==> src/rtl/phy_irq_pkg.sv <==
package phy_irq_pkg;

    // number of event sources and their index in every per-source vector
    localparam int NUM_SRC    = 4;
    localparam int SRC_AN     = 0;
    localparam int SRC_SPEED  = 1;
    localparam int SRC_DUPLEX = 2;
    localparam int SRC_LINK   = 3;

    // number of level-monitored sources (all but the autoneg pulse)
    localparam int NUM_LVL    = NUM_SRC - 1;

    // bit positions inside the control and status words
    localparam int GEN_BIT    = 1;
    localparam int SRC_LSB    = 4;

    typedef logic [NUM_SRC-1:0] src_vec_t;

endpackage

==> src/rtl/phy_irq_edge.sv <==
module phy_irq_edge
    import phy_irq_pkg::*;
(
    input  logic               clk,
    input  logic               rst_n,
    input  logic [NUM_LVL-1:0] lvl,
    input  logic               pulse,
    output src_vec_t           ev
);

    typedef struct packed {
        logic               primed;
        logic [NUM_LVL-1:0] prev;
    } edge_st_t;

    edge_st_t st_d, st_q;

    always_comb begin
        st_d        = st_q;
        st_d.primed = 1'b1;
        st_d.prev   = lvl;
    end

    always_ff @(posedge clk or negedge rst_n) begin
        if (!rst_n) begin
            st_q <= '0;
        end else begin
            st_q <= st_d;
        end
    end

    // level sources occupy ev[1..NUM_LVL]; the pulse source is ev[0]
    for (genvar g = 0; g < NUM_LVL; g++) begin : g_lvl
        assign ev[g+1] = st_q.primed & (lvl[g] ^ st_q.prev[g]);
    end
    assign ev[SRC_AN] = st_q.primed & pulse;

endmodule

==> src/rtl/phy_irq_regs.sv <==
module phy_irq_regs
    import phy_irq_pkg::*;
#(
    parameter int ADDR_W    = 5,
    parameter int DATA_W    = 16,
    parameter int CTRL_ADDR = 18,
    parameter int STAT_ADDR = 19
) (
    input  logic              clk,
    input  logic              rst_n,
    input  logic              wr,
    input  logic              rd,
    input  logic [ADDR_W-1:0] addr,
    input  logic [DATA_W-1:0] wdata,
    input  src_vec_t          ev,
    output logic [DATA_W-1:0] rdata,
    output logic              gen_en,
    output src_vec_t          mask,
    output src_vec_t          stat
);

    localparam logic [ADDR_W-1:0] CTRL_A = ADDR_W'(CTRL_ADDR);
    localparam logic [ADDR_W-1:0] STAT_A = ADDR_W'(STAT_ADDR);

    typedef struct packed {
        logic     gen;
        src_vec_t mask;
        src_vec_t stat;
    } reg_st_t;

    reg_st_t st_d, st_q;
    logic    clr;
    logic    ctrl_wr;

    assign clr     = rd & (addr == STAT_A);
    assign ctrl_wr = wr & (addr == CTRL_A);

    always_comb begin
        st_d = st_q;
        if (ctrl_wr) begin
            st_d.gen  = wdata[GEN_BIT];
            st_d.mask = wdata[SRC_LSB +: NUM_SRC];
        end
        st_d.stat = (clr ? '0 : st_q.stat) | ev;
    end

    always_ff @(posedge clk or negedge rst_n) begin
        if (!rst_n) begin
            st_q <= '0;
        end else begin
            st_q <= st_d;
        end
    end

    always_comb begin
        rdata = '0;
        if (addr == CTRL_A) begin
            rdata[GEN_BIT]             = st_q.gen;
            rdata[SRC_LSB +: NUM_SRC]  = st_q.mask;
        end else if (addr == STAT_A) begin
            rdata[SRC_LSB +: NUM_SRC]  = st_q.stat;
        end
    end

    assign gen_en = st_q.gen;
    assign mask   = st_q.mask;
    assign stat   = st_q.stat;

    logic unused_wdata;
    assign unused_wdata = ^{wdata[DATA_W-1:SRC_LSB+NUM_SRC], wdata[SRC_LSB-1:GEN_BIT+1], wdata[0]};


    sticky_hold_chk: assert property (@(posedge clk) disable iff (!rst_n)
        !clr |=> ((st_q.stat & $past(st_q.stat)) == $past(st_q.stat)));


    event_latch_chk: assert property (@(posedge clk) disable iff (!rst_n)
        (ev != '0) |=> ((st_q.stat & $past(ev)) == $past(ev)));


    stat_ro_chk: assert property (@(posedge clk) disable iff (!rst_n)
        (wr && addr == STAT_A && !clr && ev == '0) |=> $stable(st_q.stat));


    read_keep_chk: assert property (@(posedge clk) disable iff (!rst_n)
        clr |=> (st_q.stat == $past(ev)));

endmodule

==> src/rtl/phy_irq_out.sv <==
module phy_irq_out
    import phy_irq_pkg::*;
(
    input  logic     clk,
    input  logic     rst_n,
    input  logic     gen_en,
    input  src_vec_t mask,
    input  src_vec_t stat,
    output logic     irq_n
);

    typedef struct packed {
        logic req_n;
    } out_st_t;

    out_st_t st_d, st_q;

    always_comb begin
        st_d       = st_q;
        st_d.req_n = ~(gen_en & (|(mask & stat)));
    end

    always_ff @(posedge clk or negedge rst_n) begin
        if (!rst_n) begin
            st_q <= '{req_n: 1'b1};
        end else begin
            st_q <= st_d;
        end
    end

    assign irq_n = st_q.req_n;


    gen_off_chk: assert property (@(posedge clk) disable iff (!rst_n)
        !gen_en |=> irq_n);

endmodule

==> src/rtl/phy_irq_ctrl.sv <==
module phy_irq_ctrl
    import phy_irq_pkg::*;
#(
    parameter int ADDR_W    = 5,
    parameter int DATA_W    = 16,
    parameter int CTRL_ADDR = 18,
    parameter int STAT_ADDR = 19
) (
    input  logic              clk,
    input  logic              rst_n,
    input  logic              reg_wr,
    input  logic              reg_rd,
    input  logic [ADDR_W-1:0] reg_addr,
    input  logic [DATA_W-1:0] reg_wdata,
    output logic [DATA_W-1:0] reg_rdata,
    input  logic              link_up,
    input  logic              speed_100,
    input  logic              full_duplex,
    input  logic              an_done,
    output logic              irq_n
);

    src_vec_t ev;
    src_vec_t mask;
    src_vec_t stat;
    logic     gen_en;
    logic [NUM_LVL-1:0] lvl;

    // order follows the source indices: speed, duplex, link
    assign lvl = {link_up, full_duplex, speed_100};

    phy_irq_edge u_edge (
        .clk   (clk),
        .rst_n (rst_n),
        .lvl   (lvl),
        .pulse (an_done),
        .ev    (ev)
    );

    phy_irq_regs #(
        .ADDR_W    (ADDR_W),
        .DATA_W    (DATA_W),
        .CTRL_ADDR (CTRL_ADDR),
        .STAT_ADDR (STAT_ADDR)
    ) u_regs (
        .clk    (clk),
        .rst_n  (rst_n),
        .wr     (reg_wr),
        .rd     (reg_rd),
        .addr   (reg_addr),
        .wdata  (reg_wdata),
        .ev     (ev),
        .rdata  (reg_rdata),
        .gen_en (gen_en),
        .mask   (mask),
        .stat   (stat)
    );

    phy_irq_out u_out (
        .clk    (clk),
        .rst_n  (rst_n),
        .gen_en (gen_en),
        .mask   (mask),
        .stat   (stat),
        .irq_n  (irq_n)
    );


    irq_cause_chk: assert property (@(posedge clk) disable iff (!rst_n)
        !irq_n |-> $past(gen_en && ((mask & stat) != '0)));

endmodule

==> config.mk <==
export PLATFORM = sky130hd
export DESIGN_NAME = phy_irq_ctrl
export DESIGN_NICKNAME = d
export VERILOG_FILES = /design/src/rtl/phy_irq_pkg.sv /design/src/rtl/phy_irq_edge.sv /design/src/rtl/phy_irq_regs.sv /design/src/rtl/phy_irq_out.sv /design/src/rtl/phy_irq_ctrl.sv
export SDC_FILE = /design/constraint.sdc
export NUM_CORES = 1
export LEC_CHECK = 0
export CORE_MARGIN = 2
export CORE_UTILIZATION = 50
export CTS_CLUSTER_SIZE = 28
export DETAILED_ROUTE_END_ITERATION = 10
export DONT_BUFFER_PORTS = 1
export GPL_TIMING_DRIVEN = 0
export MAX_ROUTING_LAYER = met4
export PLACE_DENSITY = 0.68
export REMOVE_ABC_BUFFERS = 1
export SYNTH_ARGS = -nofsm -noshare
export SYNTH_HDL_FRONTEND = slang
export SYNTH_SLANG_ARGS = --single-unit
==> constraint.sdc <==
create_clock -name clk -period 1.85 [get_ports clk]
set_clock_uncertainty 0.2 [all_clocks]
set_input_delay 0.185 -clock clk [delete_from_list [all_inputs] [get_ports clk]]
set_output_delay 0.185 -clock clk [all_outputs]
set_load 0.005 [all_outputs]
==> flow_results.xml, run 1 <==
<?xml version="1.0" encoding="UTF-8"?>
<metrics>
  <group name="hold_path">
    <metric name="hp-class" unit="">primary input to flop</metric>
    <metric name="hp-start" unit="">reg_rd</metric>
  </group>
  <group name="setup_path">
    <metric name="critical_path_cell_count" unit="">3</metric>
    <metric name="worstReg2RegEnd" unit="">u_out.irq_n</metric>
    <metric name="worst_r2r_path_depth" unit="">2</metric>
    <metric name="worstReg2RegStart" unit="">u_regs.mask[2]</metric>
    <metric name="timing.critical_path.fanout_max" unit="">7</metric>
    <metric name="reg2reg_slack" unit="ns">0.79</metric>
    <metric name="startpoint" unit="">reg_addr[2]</metric>
    <metric name="buf_inv_stages_crit_path" unit="">0</metric>
    <metric name="worstSetupEndpoint" unit="">u_regs.gen_en</metric>
    <metric name="crit_required" unit="ns">1.81</metric>
    <metric name="gate_family_responsible_for_the_most_delay_along_the_worst_path" unit="">simple AND/OR/NAND/NOR gates</metric>
    <metric name="worstPathArrival" unit="ns">1.35</metric>
    <metric name="timing.critical_path.cells" unit="">nand4bb_4 -&gt; or3b_1 -&gt; mux2_4</metric>
    <metric name="critical-path-slowest-cell" unit="">or3b_1</metric>
    <metric name="worst_setup_path_end_kind" unit="">flop</metric>
    <metric name="worst_setup_path_start_kind" unit="">primary input</metric>
    <metric name="type_of_the_setup_path_with_the_least_slack" unit="">primary input to flop</metric>
    <metric name="critPathMaxStageDelay" unit="ns">0.56</metric>
  </group>
  <group name="sta">
    <metric name="layout_worst_path_cycle_share" unit="%">75.08</metric>
    <metric name="setup_viol_count_final" unit="">0</metric>
    <metric name="tightestPinTransition" unit="ns">0.5830</metric>
    <metric name="setup_total_negative_slack" unit="ns">0</metric>
    <metric name="timing.final.crit_period" unit="ns">1.389</metric>
    <metric name="worst_slack" unit="ns">0.4610</metric>
    <metric name="hold-worst-slack" unit="ns">0.03536</metric>
    <metric name="final-max-slew-violation-count" unit="">0</metric>
    <metric name="fin_hold_viols" unit="">0</metric>
    <metric name="timing.fmax" unit="GHz">0.7200</metric>
    <metric name="rsz0062_at_grt" unit="">false</metric>
    <metric name="timing.max_slew.rel_slack" unit="%">61.00</metric>
  </group>
  <group name="routing">
    <metric name="avgViaCountPerCell" unit="">5.060</metric>
    <metric name="drc" unit="">0</metric>
    <metric name="detailedRoute.firstPassIterationCount" unit="">2</metric>
    <metric name="routed_wire_length_per_instance" unit="um">12.52</metric>
    <metric name="dr_total_vias" unit="">420</metric>
    <metric name="drt-total-wl" unit="mm">1.039</metric>
    <metric name="route.antenna.remaining_nets" unit="">0</metric>
    <metric name="drt_iter0_drc" unit="">2</metric>
  </group>
  <group name="final_layout">
    <metric name="area_of_the_multi_input_gates" unit="um^2">312.8</metric>
    <metric name="n_antenna_cell" unit="">0</metric>
    <metric name="regArea" unit="um^2">351.6</metric>
    <metric name="fin_nets" unit="">98</metric>
    <metric name="drive_above_1_share" unit="%">16.18</metric>
    <metric name="n_fill_cell" unit="">109</metric>
    <metric name="synthToLayoutAreaGrowth" unit="%">11.74</metric>
  </group>
  <group name="outcome">
    <metric name="run_status" unit="">finished clean</metric>
  </group>
  <group name="floorplan">
    <metric name="fp.dieH" unit="um">42.07</metric>
    <metric name="std_cell_rows" unit="">13</metric>
    <metric name="core" unit="mm^2">0.001334</metric>
    <metric name="boundaryPins" unit="">46</metric>
    <metric name="start_util" unit="%">54.32</metric>
    <metric name="fp.dieArea" unit="mm^2">0.001769</metric>
    <metric name="die_w" unit="um">42.07</metric>
  </group>
  <group name="synth">
    <metric name="number_of_synthesized_register_bits" unit="">14</metric>
    <metric name="synth_cell_type_count" unit="">17</metric>
    <metric name="synth_cells" unit="">57</metric>
    <metric name="synth-seq-area-share" unit="%">48.53</metric>
    <metric name="post_synth_edffs" unit="">0</metric>
    <metric name="avgSynthCellArea" unit="um^2">12.71</metric>
    <metric name="ys_async_sr_fraction" unit="%">100.0</metric>
    <metric name="synth-warning-count" unit="">0</metric>
    <metric name="netlist_area" unit="um^2">724.4</metric>
    <metric name="synth_ff_type" unit="">dfrtp_1</metric>
  </group>
  <group name="pwr">
    <metric name="pwr_density_cell" unit="mW/mm^2">792.1</metric>
    <metric name="total_leakage_power" unit="uW">0.0003796</metric>
    <metric name="vdd_drop_max" unit="mV">0.4830</metric>
  </group>
  <group name="clock_tree">
    <metric name="cts_repair_resize_count" unit="">0</metric>
    <metric name="cts.sinks" unit="">14</metric>
    <metric name="cts_inserted_buffers" unit="">3</metric>
    <metric name="cts-root-to-sink-buffers" unit="">2</metric>
    <metric name="root_buffer" unit="">clkbuf_4</metric>
    <metric name="hold_buffers" unit="">10</metric>
    <metric name="cts_max_level" unit="">1</metric>
    <metric name="tritoncts" unit="">done</metric>
    <metric name="clk_transition_reported_paths" unit="ns">0.07</metric>
    <metric name="worst_skew_pair.late_latency" unit="ns">0.27</metric>
    <metric name="post_cts.repair.setup_buffers" unit="">0</metric>
  </group>
  <group name="global_routing">
    <metric name="via_count_of_the_first_global_routing_pass" unit="">374</metric>
    <metric name="grtUsageTotal" unit="%">14.43</metric>
    <metric name="grt_pass1_wl" unit="mm">1.766</metric>
    <metric name="grt_antenna_before_repair" unit="">0</metric>
    <metric name="globalRoute.totalOverflow" unit="">0</metric>
    <metric name="largest_net_degree_at_the_start_of_global_routing" unit="">15</metric>
  </group>
  <group name="flow_run">
    <metric name="drv.max_cap_violation_count" unit="">0</metric>
  </group>
  <group name="placed_design">
    <metric name="pre_cts_slack" unit="ns">0.1705</metric>
    <metric name="placement.io_buffers" unit="">0</metric>
    <metric name="post-dp-hpwl" unit="um">792.5</metric>
    <metric name="routability_cong" unit="">0.7624</metric>
  </group>
</metrics>
-- layer usage --
| metal | GRT usage [%] | part of all wire, % | wire, um |
|---|---|---|---|
| met1 | 18.78 | 39 | 409 |
| met4 | 5.625 | 0.38 | 4 |
| met2 | 19.06 | 50 | 519 |
| met5 | - | 0 | 0 |
| met3 | 7.328 | 10 | 106 |
-- metrics by stage --
| stage | cell area [um^2] | power (uW) | utilization [%] | instances |
|---|---|---|---|---|
| after floorplan | 664.4 | 440.9 | - | 54 |
| after global placement | 683.2 | 452.2 | 51.22 | 69 |
| after detailed placement | 683.2 | 455.6 | 51.22 | 69 |
| after CTS | 809.5 | 652.8 | 60.69 | 83 |
| after global routing | 809.5 | 684.8 | 60.69 | 83 |
| final | 809.5 | 641.2 | 60.69 | 83 |
-- where the power goes --
| part | switching, uW | internal [uW] | total, uW | leakage [uW] |
|---|---|---|---|---|
| registers | 25.7 | 344 | 370 | 0.000157 |
| clock network | 84.9 | 83.5 | 168 | 0.0000150 |
| logic | 34.0 | 69.3 | 103 | 0.000207 |
| total | 145 | 497 | 641 | 0.000380 |
-- cells in the final DEF (no fill, tap or decap) --
cell type and count:
a22o_1 6, clkbuf_1 1, clkbuf_4 3, conb_1 12
dfrtp_1 13, dfstp_2 1, dlygate4sd3_1 10, mux2_4 5
mux2i_1 4, nand2_1 1, nand4bb_4 1, nor2_1 4
nor3b_1 1, o21ai_0 1, or2_2 1, or3b_1 1
xor2_1 3
-- synthesized netlist by cell type (2+ instances only) --
cell | count | area [um^2]
conb_1 | 2 | 7.510
mux2i_1 | 4 | 40.04
a22o_1 | 6 | 52.55
xor2_1 | 3 | 26.28
buf_4 | 11 | 82.58
dfrtp_1 | 13 | 325.3
nor2_1 | 4 | 15.01
mux2_4 | 5 | 75.07
-- worst min-delay path, stage by stage --
cell and delay, ns:
nand2_1 0.03, or2_2 0.13, a22o_1 0.12
-- worst min path at each step --
stage | depth (start not counted) | to | slack [ns]
5_1_grt | 3 | u_regs.stat[0] | 0.06
4_1_cts | 3 | u_regs.stat[0] | 0.03
3_5_place_dp | 0 | u_regs.mask[0] | -0.31
6_report | 3 | u_regs.stat[0] | 0.04
2_1_floorplan | 0 | u_edge.st_q[0] | -0.31
3_3_place_gp | 0 | u_regs.gen_en | -0.31
-- flip-flops by register name (all words and copies together), names as in the netlist --
register,cells
u_out.irq_n,1
u_edge.st_q,4
u_regs.gen_en,1
u_regs.stat,4
u_regs.mask,4
-- logic make-up (layout without fill, tap and decap cells) --
kind of cell	count (synthesis)	after routing	synth area share, %
mux	9	9	15.89
flops	14	14	48.53
other cells	2	12	1.037
simple gates	9	9	9.500
buf+inv	13	14	13.47
compound gates	7	7	7.944
xor+xnor	3	3	3.628
-- cell type report --
type,instances,area share [%]
Timing Repair Buffer,10,12.36
Tap cell,15,2.318
Sequential cell,14,43.43
Multi-Input combinational cell,40,38.64
Clock buffer,4,3.246
Note: power is estimated with default switching activity, not from simulation.
==> run 2, diff against run 1 <==
clock period = 1.3 ns   (was 1.85 ns; I/O delays follow)
==> flow_results.xml, run 2 (synthesis results as in run 1) <==
<?xml version="1.0" encoding="UTF-8"?>
<metrics>
  <group name="global_routing">
    <metric name="largest_net_degree_at_the_start_of_global_routing" unit="">15</metric>
    <metric name="grt_antenna_before_repair" unit="">0</metric>
    <metric name="grt.busiest_layer" unit="">met2</metric>
    <metric name="grt_util_met3" unit="%">7.328</metric>
    <metric name="grtUsageTotal" unit="%">14.53</metric>
    <metric name="globalRouteMet2Util" unit="%">19.06</metric>
    <metric name="via_count_of_the_first_global_routing_pass" unit="">382</metric>
    <metric name="gr-usage-met1" unit="%">19.06</metric>
    <metric name="grt_pass1_wl" unit="mm">1.773</metric>
    <metric name="globalRoute.totalOverflow" unit="">0</metric>
  </group>
  <group name="clock_tree">
    <metric name="worst_skew_pair.late_latency" unit="ns">0.27</metric>
    <metric name="cts_inserted_buffers" unit="">3</metric>
    <metric name="clk_transition_reported_paths" unit="ns">0.07</metric>
    <metric name="cts-root-to-sink-buffers" unit="">2</metric>
    <metric name="cts_max_level" unit="">1</metric>
    <metric name="root_buffer" unit="">clkbuf_4</metric>
    <metric name="tritoncts" unit="">done</metric>
    <metric name="cts.sinks" unit="">14</metric>
  </group>
  <group name="final_layout">
    <metric name="synthToLayoutAreaGrowth" unit="%">19.00</metric>
    <metric name="n_fill_cell" unit="">107</metric>
    <metric name="mostFrequentLayoutCells" unit="">13 x dfrtp_1, 12 x conb_1, 12 x dlygate4sd3_1, 6 x a22o_1, 5 x mux2_4</metric>
    <metric name="n_antenna_cell" unit="">0</metric>
    <metric name="drive_above_1_share" unit="%">21.92</metric>
    <metric name="final_cells" unit="">88</metric>
    <metric name="design_area" unit="um^2">862.1</metric>
    <metric name="mostFrequentLayoutCell" unit="">dfrtp_1</metric>
    <metric name="fin_nets" unit="">103</metric>
  </group>
  <group name="setup_path">
    <metric name="critical-path-slowest-cell" unit="">or3b_4</metric>
    <metric name="worstReg2RegStart" unit="">u_regs.mask[1]</metric>
    <metric name="worst_setup_path_start_kind" unit="">primary input</metric>
    <metric name="buf_inv_stages_crit_path" unit="">0</metric>
    <metric name="worstPathArrival" unit="ns">1.20</metric>
    <metric name="crit_required" unit="ns">1.26</metric>
    <metric name="gate_family_responsible_for_the_most_delay_along_the_worst_path" unit="">simple AND/OR/NAND/NOR gates</metric>
    <metric name="worstReg2RegEnd" unit="">u_out.irq_n</metric>
    <metric name="timing.critical_path.fanout_max" unit="">7</metric>
    <metric name="reg2reg_slack" unit="ns">0.11</metric>
    <metric name="worst_setup_path_end_kind" unit="">flop</metric>
    <metric name="timing.critical_path.cells" unit="">nand4bb_4 -&gt; or3b_4 -&gt; mux2_4</metric>
    <metric name="critical_path_cell_count" unit="">3</metric>
    <metric name="critPathMaxStageDelay" unit="ns">0.50</metric>
    <metric name="type_of_the_setup_path_with_the_least_slack" unit="">primary input to flop</metric>
    <metric name="worst_r2r_path_depth" unit="">3</metric>
  </group>
  <group name="hold_path">
    <metric name="hp-start" unit="">reg_addr[0]</metric>
    <metric name="hp-class" unit="">primary input to flop</metric>
    <metric name="hold_depth" unit="">2</metric>
    <metric name="holdPathEnd" unit="">u_regs.mask[2]</metric>
  </group>
  <group name="placed_design">
    <metric name="numPlacedInstances" unit="">69</metric>
    <metric name="post-dp-hpwl" unit="um">792.5</metric>
    <metric name="placement.io_buffers" unit="">0</metric>
    <metric name="post_dp_area" unit="um^2">683.2</metric>
    <metric name="routability_cong" unit="">0.7624</metric>
    <metric name="pre_cts_slack" unit="ns">-0.3245</metric>
  </group>
  <group name="routing">
    <metric name="drt_iter0_drc" unit="">4</metric>
    <metric name="drt-total-wl" unit="mm">1.162</metric>
    <metric name="route.antenna.remaining_nets" unit="">0</metric>
    <metric name="routed_wire_length_per_instance" unit="um">13.20</metric>
    <metric name="dr_total_vias" unit="">447</metric>
    <metric name="drc" unit="">0</metric>
    <metric name="detailedRoute.firstPassIterationCount" unit="">4</metric>
    <metric name="avgViaCountPerCell" unit="">5.080</metric>
  </group>
  <group name="sta">
    <metric name="timing.fmax" unit="GHz">0.8043</metric>
    <metric name="timing.final.crit_period" unit="ns">1.243</metric>
    <metric name="worst_slack" unit="ns">0.05664</metric>
    <metric name="tightestPinTransition" unit="ns">0.5964</metric>
    <metric name="rsz0062_at_grt" unit="">false</metric>
    <metric name="fin_hold_viols" unit="">0</metric>
    <metric name="setup_viol_count_final" unit="">0</metric>
    <metric name="timing.max_slew.rel_slack" unit="%">60.11</metric>
    <metric name="hold-worst-slack" unit="ns">0.02055</metric>
    <metric name="layout_worst_path_cycle_share" unit="%">95.64</metric>
    <metric name="final-max-slew-violation-count" unit="">0</metric>
  </group>
  <group name="flow_run">
    <metric name="drv.max_cap_violation_count" unit="">0</metric>
  </group>
  <group name="outcome">
    <metric name="run_status" unit="">finished clean</metric>
  </group>
  <group name="floorplan">
    <metric name="boundaryPins" unit="">46</metric>
    <metric name="start_util" unit="%">54.32</metric>
    <metric name="fp.dieH" unit="um">42.07</metric>
    <metric name="core" unit="mm^2">0.001334</metric>
    <metric name="std_cell_rows" unit="">13</metric>
    <metric name="fp.dieArea" unit="mm^2">0.001769</metric>
    <metric name="die_w" unit="um">42.07</metric>
  </group>
  <group name="pwr">
    <metric name="pwr_density_cell" unit="mW/mm^2">1087</metric>
    <metric name="total_leakage_power" unit="uW">0.0004044</metric>
    <metric name="vdd_drop_max" unit="mV">0.7180</metric>
    <metric name="fin_total_pwr" unit="uW">936.8</metric>
  </group>
</metrics>
[run 2: how the worst max path moves through the flow]
| stage | start | endpoint | slack (ns) |
|---|---|---|---|
| after floorplan | reg_addr[2] | u_regs.gen_en | -0.23 |
| after global placement | reg_addr[2] | u_regs.mask[0] | -0.31 |
| after detailed placement | reg_addr[2] | u_regs.gen_en | -0.32 |
| after CTS | reg_addr[0] | u_regs.stat[2] | 0.02 |
| after global routing | u_regs.stat[1] | reg_rdata[5] | 0.001 |
| final | reg_addr[2] | u_regs.gen_en | 0.06 |
[run 2: where the power goes]
part,switching [uW],internal [uW]
clock network,124,119
registers,37.5,489
logic,53.5,114
total,215,722
[run 2: worst register-to-register path, stage by stage (launching register included)]
cell	delay, ns
dfrtp_1	0.41
buf_4	0.14
a22o_1	0.21
o21ai_0	0.16
[run 2: layout make-up]
type                            instances  area (um^2)  share of cell area (%)
Sequential cell                        14        351.6                   40.78
Multi-Input combinational cell         40        322.8                   37.45
Timing Repair Buffer                   15        142.6                   16.55
Clock buffer                            4        26.28                   3.048
Tap cell                               15        18.77                   2.177
[run 2: repair_timing]
action,CTS,global route
resized for setup,1,2
setup endpoints to repair,5,5
endpoints found under the hold margin,26,0
setup buffers,0,3
hold buffers,12,0
[run 2: layer usage]
layer,up-vias,routed length [um]
li1,206,-
met1,209,459
met2,30,581
met3,2,117
met4,0,4
met5,-,0
[run 2: metrics by stage]
step	util, %	TNS, ns
6_report	64.63	0
3_5_place_dp	51.22	-1.588
3_3_place_gp	51.22	-1.528
4_1_cts	62.38	0
2_1_floorplan	-	-1.174
5_1_grt	64.63	0
